<file path="src/rtl/sfifo_pkg.sv">
package sfifo_pkg;
    typedef enum logic [1:0] {
        FL_IDLE  = 2'd0,
        FL_WAIT  = 2'd1,
        FL_CLEAR = 2'd2
    } flush_state_t;

    localparam int CTRL_W       = 9;
    localparam int TX_FLUSH_BIT = 7;
    localparam int RX_FLUSH_BIT = 8;
endpackage

</file>
<file path="src/rtl/sfifo_store.sv">
module sfifo_store #(
    parameter int WIDTH = 8,
    parameter int DEPTH = 16
) (
    input  logic                       clk,
    input  logic                       rst_n,
    input  logic                       clr,
    input  logic                       wr_en,
    input  logic [WIDTH-1:0]           wr_data,
    input  logic                       rd_en,
    output logic [WIDTH-1:0]           rd_data,
    output logic [$clog2(DEPTH):0]     count,
    output logic                       full,
    output logic                       empty
);
    localparam int AW = $clog2(DEPTH);
    localparam int CW = AW + 1;

    logic [WIDTH-1:0] mem [DEPTH];
    logic [AW-1:0]    wptr, rptr;
    logic             wr_ok, rd_ok;

    function automatic logic [AW-1:0] bump(input logic [AW-1:0] p);
        return (p == AW'(DEPTH - 1)) ? '0 : p + 1'b1;
    endfunction

    assign full  = (count == CW'(DEPTH));
    assign empty = (count == '0);
    assign wr_ok = wr_en && !full && !clr;
    assign rd_ok = rd_en && !empty && !clr;
    assign rd_data = empty ? '0 : mem[rptr];

    always_ff @(posedge clk or negedge rst_n) begin
        if (!rst_n) begin
            wptr  <= '0;
            rptr  <= '0;
            count <= '0;
        end else if (clr) begin
            wptr  <= '0;
            rptr  <= '0;
            count <= '0;
        end else begin
            if (wr_ok) wptr <= bump(wptr);
            if (rd_ok) rptr <= bump(rptr);
            unique case ({wr_ok, rd_ok})
                2'b10:   count <= count + 1'b1;
                2'b01:   count <= count - 1'b1;
                default: count <= count;
            endcase
        end
    end

    always_ff @(posedge clk) begin
        if (wr_ok) mem[wptr] <= wr_data;
    end

    assert_count_bound_R9: assert property (@(posedge clk) disable iff (!rst_n)
        count <= CW'(DEPTH));

    assert_full_holds_R3: assert property (@(posedge clk) disable iff (!rst_n)
        (full && !rd_en && !clr) |=> full);

    assert_empty_pop_R10: assert property (@(posedge clk) disable iff (!rst_n)
        (empty && !wr_en) |=> empty);
endmodule

</file>
<file path="src/rtl/sfifo_flush_fsm.sv">
module sfifo_flush_fsm
    import sfifo_pkg::*;
#(
    parameter int FLUSH_CYCLES = 4
) (
    input  logic clk,
    input  logic rst_n,
    input  logic start,
    output logic busy,
    output logic clr
);
    localparam int CNT_W = (FLUSH_CYCLES > 2) ? $clog2(FLUSH_CYCLES) : 1;
    localparam logic [CNT_W-1:0] LAST = CNT_W'(FLUSH_CYCLES - 2);

    flush_state_t     state, state_n;
    logic [CNT_W-1:0] cnt, cnt_n;

    always_ff @(posedge clk or negedge rst_n) begin
        if (!rst_n) begin
            state <= FL_IDLE;
            cnt   <= '0;
        end else begin
            state <= state_n;
            cnt   <= cnt_n;
        end
    end

    always_comb begin
        state_n = state;
        cnt_n   = cnt;
        unique case (state)
            FL_IDLE: begin
                if (start) begin
                    state_n = FL_WAIT;
                    cnt_n   = '0;
                end
            end
            FL_WAIT: begin
                if (cnt == LAST) state_n = FL_CLEAR;
                else             cnt_n   = cnt + 1'b1;
            end
            FL_CLEAR: state_n = FL_IDLE;
            default:  state_n = FL_IDLE;
        endcase
    end

    always_comb begin
        busy = 1'b0;
        clr  = 1'b0;
        unique case (state)
            FL_IDLE:  busy = 1'b0;
            FL_WAIT:  busy = 1'b1;
            FL_CLEAR: begin
                busy = 1'b1;
                clr  = 1'b1;
            end
            default:  busy = 1'b0;
        endcase
    end

    assert_start_sets_busy_R4: assert property (@(posedge clk) disable iff (!rst_n)
        (start && state == FL_IDLE) |=> busy);

    assert_clear_ends_R4: assert property (@(posedge clk) disable iff (!rst_n)
        (state == FL_CLEAR) |=> !busy);
endmodule

</file>
<file path="src/rtl/sfifo_thresh.sv">
module sfifo_thresh #(
    parameter int CW       = 5,
    parameter int TW       = 4,
    parameter bit AT_LEAST = 1'b1
) (
    input  logic          clk,
    input  logic          rst_n,
    input  logic          thr_wr,
    input  logic [TW-1:0] thr_data,
    input  logic [CW-1:0] level,
    output logic          hit
);
    logic [TW-1:0] thr;
    logic [CW-1:0] thr_ext;

    always_ff @(posedge clk or negedge rst_n) begin
        if (!rst_n)      thr <= '0;
        else if (thr_wr) thr <= thr_data;
    end

    assign thr_ext = CW'(thr);

    generate
        if (AT_LEAST) begin : g_ge
            assign hit = (level >= thr_ext);
        end else begin : g_le
            assign hit = (level <= thr_ext);
        end
    endgenerate
endmodule

</file>
<file path="src/rtl/sfifo_pair.sv">
module sfifo_pair
    import sfifo_pkg::*;
#(
    parameter int DEPTH        = 16,
    parameter int FLUSH_CYCLES = 4
) (
    input  logic                    clk,
    input  logic                    rst_n,
    input  logic                    ctrl_wr,
    input  logic [8:0]              ctrl_wdata,
    output logic [8:0]              ctrl_rdata,
    input  logic                    thr_tx_wr,
    input  logic                    thr_rx_wr,
    input  logic [$clog2(DEPTH)-1:0] thr_wdata,
    input  logic                    host_tx_wr,
    input  logic [7:0]              host_tx_data,
    input  logic                    host_rx_rd,
    output logic [7:0]              host_rx_data,
    input  logic                    eng_tx_pop,
    output logic [7:0]              eng_tx_data,
    input  logic                    eng_rx_push,
    input  logic [7:0]              eng_rx_data,
    input  logic                    ovr_clr,
    output logic [$clog2(DEPTH):0]  tx_level,
    output logic [$clog2(DEPTH):0]  rx_level,
    output logic                    tx_empty,
    output logic                    tx_nearly_empty,
    output logic                    tx_full,
    output logic                    tx_overrun,
    output logic                    rx_empty,
    output logic                    rx_nearly_full,
    output logic                    rx_full
);
    localparam int TW = $clog2(DEPTH);
    localparam int CW = TW + 1;

    logic tx_busy, tx_clr, rx_busy, rx_clr;
    logic tx_start, rx_start;
    logic [7:0] tx_head, rx_head;
    logic ctrl_unused;

    assign ctrl_unused = ^ctrl_wdata[6:0];
    assign tx_start = ctrl_wr && ctrl_wdata[TX_FLUSH_BIT];
    assign rx_start = ctrl_wr && ctrl_wdata[RX_FLUSH_BIT];

    sfifo_flush_fsm #(.FLUSH_CYCLES(FLUSH_CYCLES)) u_tx_flush (
        .clk(clk), .rst_n(rst_n), .start(tx_start), .busy(tx_busy), .clr(tx_clr));

    sfifo_flush_fsm #(.FLUSH_CYCLES(FLUSH_CYCLES)) u_rx_flush (
        .clk(clk), .rst_n(rst_n), .start(rx_start), .busy(rx_busy), .clr(rx_clr));

    sfifo_store #(.WIDTH(8), .DEPTH(DEPTH)) u_tx_store (
        .clk(clk), .rst_n(rst_n), .clr(tx_clr),
        .wr_en(host_tx_wr && !tx_busy), .wr_data(host_tx_data),
        .rd_en(eng_tx_pop && !tx_busy), .rd_data(tx_head),
        .count(tx_level), .full(tx_full), .empty(tx_empty));

    sfifo_store #(.WIDTH(8), .DEPTH(DEPTH)) u_rx_store (
        .clk(clk), .rst_n(rst_n), .clr(rx_clr),
        .wr_en(eng_rx_push && !rx_busy), .wr_data(eng_rx_data),
        .rd_en(host_rx_rd && !rx_busy), .rd_data(rx_head),
        .count(rx_level), .full(rx_full), .empty(rx_empty));

    sfifo_thresh #(.CW(CW), .TW(TW), .AT_LEAST(1'b0)) u_tx_thresh (
        .clk(clk), .rst_n(rst_n), .thr_wr(thr_tx_wr), .thr_data(thr_wdata),
        .level(tx_level), .hit(tx_nearly_empty));

    sfifo_thresh #(.CW(CW), .TW(TW), .AT_LEAST(1'b1)) u_rx_thresh (
        .clk(clk), .rst_n(rst_n), .thr_wr(thr_rx_wr), .thr_data(thr_wdata),
        .level(rx_level), .hit(rx_nearly_full));

    assign eng_tx_data  = tx_busy ? 8'h00 : tx_head;
    assign host_rx_data = rx_busy ? 8'h00 : rx_head;

    always_comb begin
        ctrl_rdata = '0;
        ctrl_rdata[TX_FLUSH_BIT] = tx_busy;
        ctrl_rdata[RX_FLUSH_BIT] = rx_busy;
    end

    always_ff @(posedge clk or negedge rst_n) begin
        if (!rst_n)                                  tx_overrun <= 1'b0;
        else if (host_tx_wr && !tx_busy && tx_full)  tx_overrun <= 1'b1;
        else if (ovr_clr)                            tx_overrun <= 1'b0;
    end

    assert_tx_flush_empties_R4: assert property (@(posedge clk) disable iff (!rst_n)
        $fell(tx_busy) |-> (tx_level == '0));

    assert_rx_flush_empties_R5: assert property (@(posedge clk) disable iff (!rst_n)
        $fell(rx_busy) |-> (rx_level == '0));

    assert_no_ovr_in_flush_R6: assert property (@(posedge clk) disable iff (!rst_n)
        (tx_busy && !ovr_clr) |=> $stable(tx_overrun));

    assert_overrun_sticky_R3: assert property (@(posedge clk) disable iff (!rst_n)
        (tx_overrun && !ovr_clr) |=> tx_overrun);

    assert_empty_reads_zero_R10: assert property (@(posedge clk) disable iff (!rst_n)
        rx_empty |-> (host_rx_data == 8'h00));

    assert_flags_exclusive_R9: assert property (@(posedge clk) disable iff (!rst_n)
        !(tx_full && tx_empty) && !(rx_full && rx_empty));
endmodule

</file>
<file path="config.mk">
export PLATFORM = sky130hd
export DESIGN_NAME = sfifo_pair
export DESIGN_NICKNAME = d
export VERILOG_FILES = /design/src/rtl/sfifo_pkg.sv /design/src/rtl/sfifo_store.sv /design/src/rtl/sfifo_flush_fsm.sv /design/src/rtl/sfifo_thresh.sv /design/src/rtl/sfifo_pair.sv
export SDC_FILE = /design/constraint.sdc
export NUM_CORES = 1
export LEC_CHECK = 0
export BUFFER_PORTS_ARGS = -buffer_cell sky130_fd_sc_hd__buf_4
export CAP_MARGIN = 20
export CORE_MARGIN = 2
export CORE_UTILIZATION = 60
export DETAILED_ROUTE_END_ITERATION = 16
export GPL_TIMING_DRIVEN = 0
export PLACE_DENSITY = 0.91
export RECOVER_POWER = 50
export SLEW_MARGIN = 20
export SYNTH_ARGS = -nofsm -noshare
export SYNTH_HDL_FRONTEND = slang
export SYNTH_SLANG_ARGS = --single-unit
</file>
<file path="constraint.sdc">
create_clock -name clk -period 7 [get_ports clk]
set_clock_uncertainty 0.05 [all_clocks]
set_input_delay 0.7 -clock clk [delete_from_list [all_inputs] [get_ports clk]]
set_output_delay 0.7 -clock clk [all_outputs]
set_load 0.05 [all_outputs]
</file>
## Yosys cells after proc, flatten, opt, wreduce, memory -nomap -nowiden

Memories as Yosys holds them, arrays and structs flattened.
Cells that the tools add are included.

| word-level totals | value |
|---|---|
| flip-flop bits (word level) | 43 |
| memory bits (writable) | 256 |
| input port bits | 39 |
| output and inout port bits | 42 |
| memories | 2 |

| cells by class | value |
|---|---|
| add/sub/neg operators | 10 |
| magnitude comparators | 2 |
| eq/ne operators | 22 |
| multiplexer cells | 42 |
| reduce and logical (&&, ||, !) cells | 42 |

Memories:

| name | depth | width | rd ports | clocked after memory_dff | write ports | line | source |
|---|---|---|---|---|---|---|---|
| u_rx_store.mem | 16 | 8 | 1 | 0 | 1 | sfifo_store.sv:19 | `logic [WIDTH-1:0] mem [DEPTH];` |
| u_tx_store.mem | 16 | 8 | 1 | 0 | 1 | sfifo_store.sv:19 |  |

Operators with widths:

| kind | count |
|---|---|
| 4-bit two-way mux | 12 |
| 8-bit two-way mux | 4 |
| 5-bit one-hot mux with 2 select lines | 2 |
| 4-bit by 1-bit adder with 4-bit output, second input constant | 4 |
| 4-bit equality test, second input constant | 4 |
| 2-bit two-way mux | 8 |
| 2-bit one-hot mux with 2 select lines | 4 |
| 1-bit logical AND | 15 |
| 2-bit nonzero test | 7 |
| 2-bit equality test, second input constant | 6 |
| 5-bit by 1-bit adder with 5-bit output, second input constant | 2 |
| 5-bit equality test, second input constant | 2 |
| 5-bit logical NOT | 2 |
| 1-bit two-way mux | 10 |
| 5-bit two-way mux | 2 |
| 5-bit by 1-bit subtractor with 5-bit output, second input constant | 2 |
| 2-bit by 1-bit equality test with 1-bit output, second input constant | 4 |
| 1-bit logical NOT | 8 |
| 2-bit inequality test, second input constant | 4 |
| 3-bit AND reduction | 2 |
| 3-bit nonzero test | 2 |
| 5-bit by 4-bit greater-or-equal comparator with 1-bit output | 1 |
| 5-bit by 4-bit less-or-equal comparator with 1-bit output | 1 |
| 2-bit by 1-bit adder with 2-bit output, second input constant | 2 |
| other kinds (4) | 8 |

## Logic depth before layout (Yosys ltp)

| logic depth | value |
|---|---|
| depth in word-level cells | 10 |
| mapped depth | 11 |
| gate-level depth less buffers | 11 |

## By module

From an unflattened synthesis, not the netlist that was laid out.

| unflattened totals | value |
|---|---|
| cells, all modules | 778 |
| area, all modules | 13096.3 µm² |

Modules (own cells, without submodules):

| module | instances | cells each | area each (µm²) | seq. area each (µm²) |
|---|---|---|---|---|
| sfifo_store at u_rx_store | 1 | 317 | 5861.9 | 4169.0 |
| sfifo_store at u_tx_store | 1 | 317 | 5860.6 | 4169.0 |
| sfifo_flush_fsm | 2 | 29 | 296.5 | 100.1 |
| sfifo_pair | 1 | 35 | 272.8 | 25.0 |
| sfifo_thresh at u_rx_thresh | 1 | 25 | 254.0 | 100.1 |
| sfifo_thresh at u_tx_thresh | 1 | 26 | 254.0 | 100.1 |

## Worst setup path before layout

Ideal clock, no wire load.

| timing path | value |
|---|---|
| kind | register -> output |
| start | register u_tx_store.count[1] |
| end | output port tx_nearly_empty |
| arrival | 2.315 ns |
| required time | 6.250 ns |
| path slack | 3.935 ns |
| stages on the path, launching flop included | 7 |
| path buffers | 0 |
| cell sequence | dfrtp_1 ha_1 nor2b_1 o21a_1 o21ai_0 nand2b_1 a21oi_1 |

| on the way | value |
|---|---|
| cells in the longest elaborated chain, start to end | 1 |

Ends and longest elaborated chain:

| element | line | source |
|---|---|---|
| start: declaration | sfifo_store.sv:12 | `output logic [$clog2(DEPTH):0] count,` |
| start signal: assignment | sfifo_store.sv:46 | `2'b10: count <= count + 1'b1;` |
| start signal: assignment | sfifo_store.sv:47 | `2'b01: count <= count - 1'b1;` |
| start signal: assignment | sfifo_store.sv:48 | `default: count <= count;` |
| 5-bit by 4-bit less-or-equal comparator with 1-bit output | sfifo_thresh.sv:27 | `assign hit = (level <= thr_ext);` |
| end: declaration | sfifo_pair.sv:27 | `output logic tx_nearly_empty,` |

No other way between the ends.

## Worst setup path after layout

| timing path | value |
|---|---|
| start | register u_tx_store.rptr[1] |
| end | output port eng_tx_data[5] |

| on the way | value |
|---|---|
| cells in the longest elaborated chain, start to end | 3 |

Ends and longest elaborated chain:

| element | line | source |
|---|---|---|
| start: declaration | sfifo_store.sv:20 | `logic [AW-1:0] wptr, rptr;` |
| start signal: assignment | sfifo_store.sv:44 | `if (rd_ok) rptr <= bump(rptr);` |
| memory 16 x 8 bit | -- |  |
| 8-bit two-way mux | sfifo_store.sv:31 | `assign rd_data = empty ? '0 : mem[rptr];` |
| 8-bit two-way mux | sfifo_pair.sv:72 | `assign eng_tx_data = tx_busy ? 8'h00 : tx_head;` |
| end: declaration | sfifo_pair.sv:20 | `output logic [7:0] eng_tx_data,` |

No other way between the ends.

==> impl_metrics.env <==
export IMPL_ys_warn_count=0
export IMPL_ant_nets=0
export IMPL_cellPowerDensity_nw_per_um2=432
export IMPL_ctsHtreeMaxLevel=1
export IMPL_grt_usage=0.259
export IMPL_endpoint_kind="output pin"
export IMPL_path_clk_slew_ps=60
export IMPL_yosys_cell_types_count=50
export IMPL_worstHoldPathCells=2
export IMPL_cts_root_buf="clkbuf_16"
export IMPL_vias_per_cell=6.36
export IMPL_synth_yosys_seq_area_share=0.684
export IMPL_min_period_over_period=0.587
export IMPL_cap_violations=1
export IMPL_die_y_um=150
export IMPL_cts_resized=0
export IMPL_syn_area_um2=12800
export IMPL_required_ps=6250
export IMPL_p_total_mw=6.34
export IMPL_min_path_type="in2reg"
export IMPL_layoutNonFillerInstCount=1141
export IMPL_tightest_slew_ps=2320
export IMPL_synth_compound_area_frac=0.0402
export IMPL_peakVddDrop_uv=435
export IMPL_path_class="reg2out"
export IMPL_p_leak_nw=5.19
export IMPL_cts_tree="done"
export IMPL_first_pass_iters=5
export IMPL_reg2reg_depth=10
export IMPL_grt_max_degree=44
export IMPL_violations="max-capacitance violations, max-slew violations"
export IMPL_synth_xor_area_share=0.00547
export IMPL_slew_headroom=-0.547
export IMPL_clk_latency_ps=560
export IMPL_grt_ovfl_total=0
export IMPL_rr_startpoint="u_rx_flush.state[0]"
export IMPL_async_reset_ff_frac=0.144
export IMPL_synth_area_top_cells="edfxtp_1 (60%), mux4_2 (14%), dfrtp_1 (8.4%)"
export IMPL_drv_slew=44
export IMPL_hpwl_um=17700
export IMPL_synth_top_family_by_area="multiplexers"
export IMPL_grt_pass1_wl_um=42700
export IMPL_startpoint="u_tx_store.rptr[1]"
export IMPL_fmax_mhz=243
export IMPL_num_io_pins=81
export IMPL_die_area_um2=22500
export IMPL_synth_edff_count=256
export IMPL_synth_most_common_cell="edfxtp_1"
export IMPL_postCtsHoldBufs=0
export IMPL_grt_antenna_before_repair=0
export IMPL_core_um2=21000
export IMPL_cts_sinks=299
export IMPL_clk_path_buf_depth=3
export IMPL_synth_top_area_cell="edfxtp_1"
export IMPL_dp_cells=1086
export IMPL_post_cts_buffers=0
export IMPL_postSynthAreaPerCell_um2=17.3
export IMPL_final_hold_violation_count=0
export IMPL_rsz0062_at_grt="false"
export IMPL_yosys_area_share_simple=0.0663
export IMPL_port_buffers=64
export IMPL_drc_errors=0
export IMPL_dp_slack_ps=3510
export IMPL_cts_buffers=30
export IMPL_hp_start="ovr_clr"
export IMPL_crit_fanout=10
export IMPL_wl_per_cell_um=25.0
export IMPL_min_period_ps=4110
export IMPL_vias=7257
export IMPL_status="complete, but fails checks"
export IMPL_initial_core_util=0.611
export IMPL_rows=53
export IMPL_synth_main_ff_cell="edfxtp_1"
export IMPL_die_w_um=150
export IMPL_num_nets_final=914
export IMPL_setup_viol=0
export IMPL_synth_adder_area_share=0.0313
export IMPL_gp_congestion=0.808
export IMPL_synthMuxAreaShare=0.148
export IMPL_tns_ps=0
export IMPL_netlist_area_leader_share=0.600
export IMPL_area_delta_synth_final_pct=14.6
export IMPL_ys_ff_latch=299
export IMPL_n_antenna_cell=0
export IMPL_cp_arrival_ps=3360
export IMPL_critPathLaunchType="flip-flop"
export IMPL_nFillCells=1278
export IMPL_syn_inst=741
export IMPL_dr_first_iter_drc_count=781
export IMPL_wirelength_um=28500
export IMPL_synth_commonest_cells="edfxtp_1 (256), mux4_2 (80), dfrtp_1 (43)"
export IMPL_drive_above_1_share=0.239
export IMPL_grt_pass1_vias=7258
export IMPL_setup_ws_ps=2890
## routing by layer
metal | routed length [um] | share of wire | global-route usage
met5 | 0 | 0 | 0
met4 | 1200 | 0.042 | 0.102
met3 | 2420 | 0.085 | 0.0470
met2 | 14700 | 0.52 | 0.453
met1 | 10100 | 0.36 | 0.323
## flip-flops by register name, summed over array words and instances (netlist names), 4 cells and up
signal	flops
u_rx_store.rptr	4
u_rx_thresh.thr	4
u_tx_store.rptr	4
u_tx_store.wptr	4
u_rx_store.mem	128
u_tx_thresh.thr	4
u_rx_store.count	5
u_tx_store.count	5
u_tx_store.mem	128
u_rx_store.wptr	4
## layout by cell type, fill, tap and decap left out, drive strengths merged, types with 7 or more instances in the layout
master	instances
mux4	80
nor2b	9
a21oi	25
o21ai	18
nand2	42
conb	7
clkinv	12
mux2i	7
buf	67
dfrtp	43
inv	29
nand3	13
clkbuf	74
nor2	34
edfxtp	256
and2	19
ha	32
nor3	8
and3	12
bufinv	7
## stage by stage
step	hold WS, ps	utilization	cell area, um^2
finish	315	0.700	14700
global placement	459	0.652	13700
CTS	87.4	0.704	14700
floorplan	354	-	12800
detailed placement	463	0.653	13700
global route	290	0.700	14700
## kinds of logic (layout without fill, tap and decap cells)
logic type / Yosys count / after routing
xor+xnor: 8 / 8
compound gates: 77 / 77
other cells: 1 / 7
buf+inv: 71 / 190
mux: 89 / 89
simple gates: 164 / 164
fa+ha+maj: 32 / 32
flops: 299 / 299
## worst paths after layout
| kind | to | slack [ps] |
|---|---|---|
| setup / recovery | eng_tx_data[5] | 2890 |
| hold / removal | tx_overrun | 310 |
| setup reg to reg | u_rx_store.count[4] | 3510 |
| hold reg to reg | u_rx_thresh.thr[0] | 470 |
| max in group asynchronous | u_rx_store.rptr[2] | 4780 |
| min in group asynchronous | u_rx_store.count[4] | 780 |
## worst max-delay path: stages (launching register included)
cell,delay (ps)
dfrtp_1,360
clkbuf_1,490
clkbuf_1,600
mux4_2,460
mux4_2,530
and2_1,180
buf_4,180
## area by class of cell
| type | instances | area (um^2) | share of cell area |
|---|---|---|---|
| clock inverter | 20 | 300 | 0.0205 |
| tap | 275 | 344 | 0.0234 |
| inverter | 29 | 109 | 0.00742 |
| sequential | 299 | 8760 | 0.597 |
| timing repair buffer | 64 | 413 | 0.0281 |
| buffer | 42 | 203 | 0.0138 |
| clock buffer | 35 | 769 | 0.0524 |
| multi-input combinational | 377 | 3770 | 0.257 |
## report_power, final
group / switching, mW / leakage (nW) / total [mW] / internal, mW
combinational: 1.48 / 1.82 / 2.40 / 0.927
sequential: 0.113 / 2.85 / 2.21 / 2.10
clock: 0.678 / 0.521 / 1.73 / 1.05
Power figures use the tool's default switching activity.
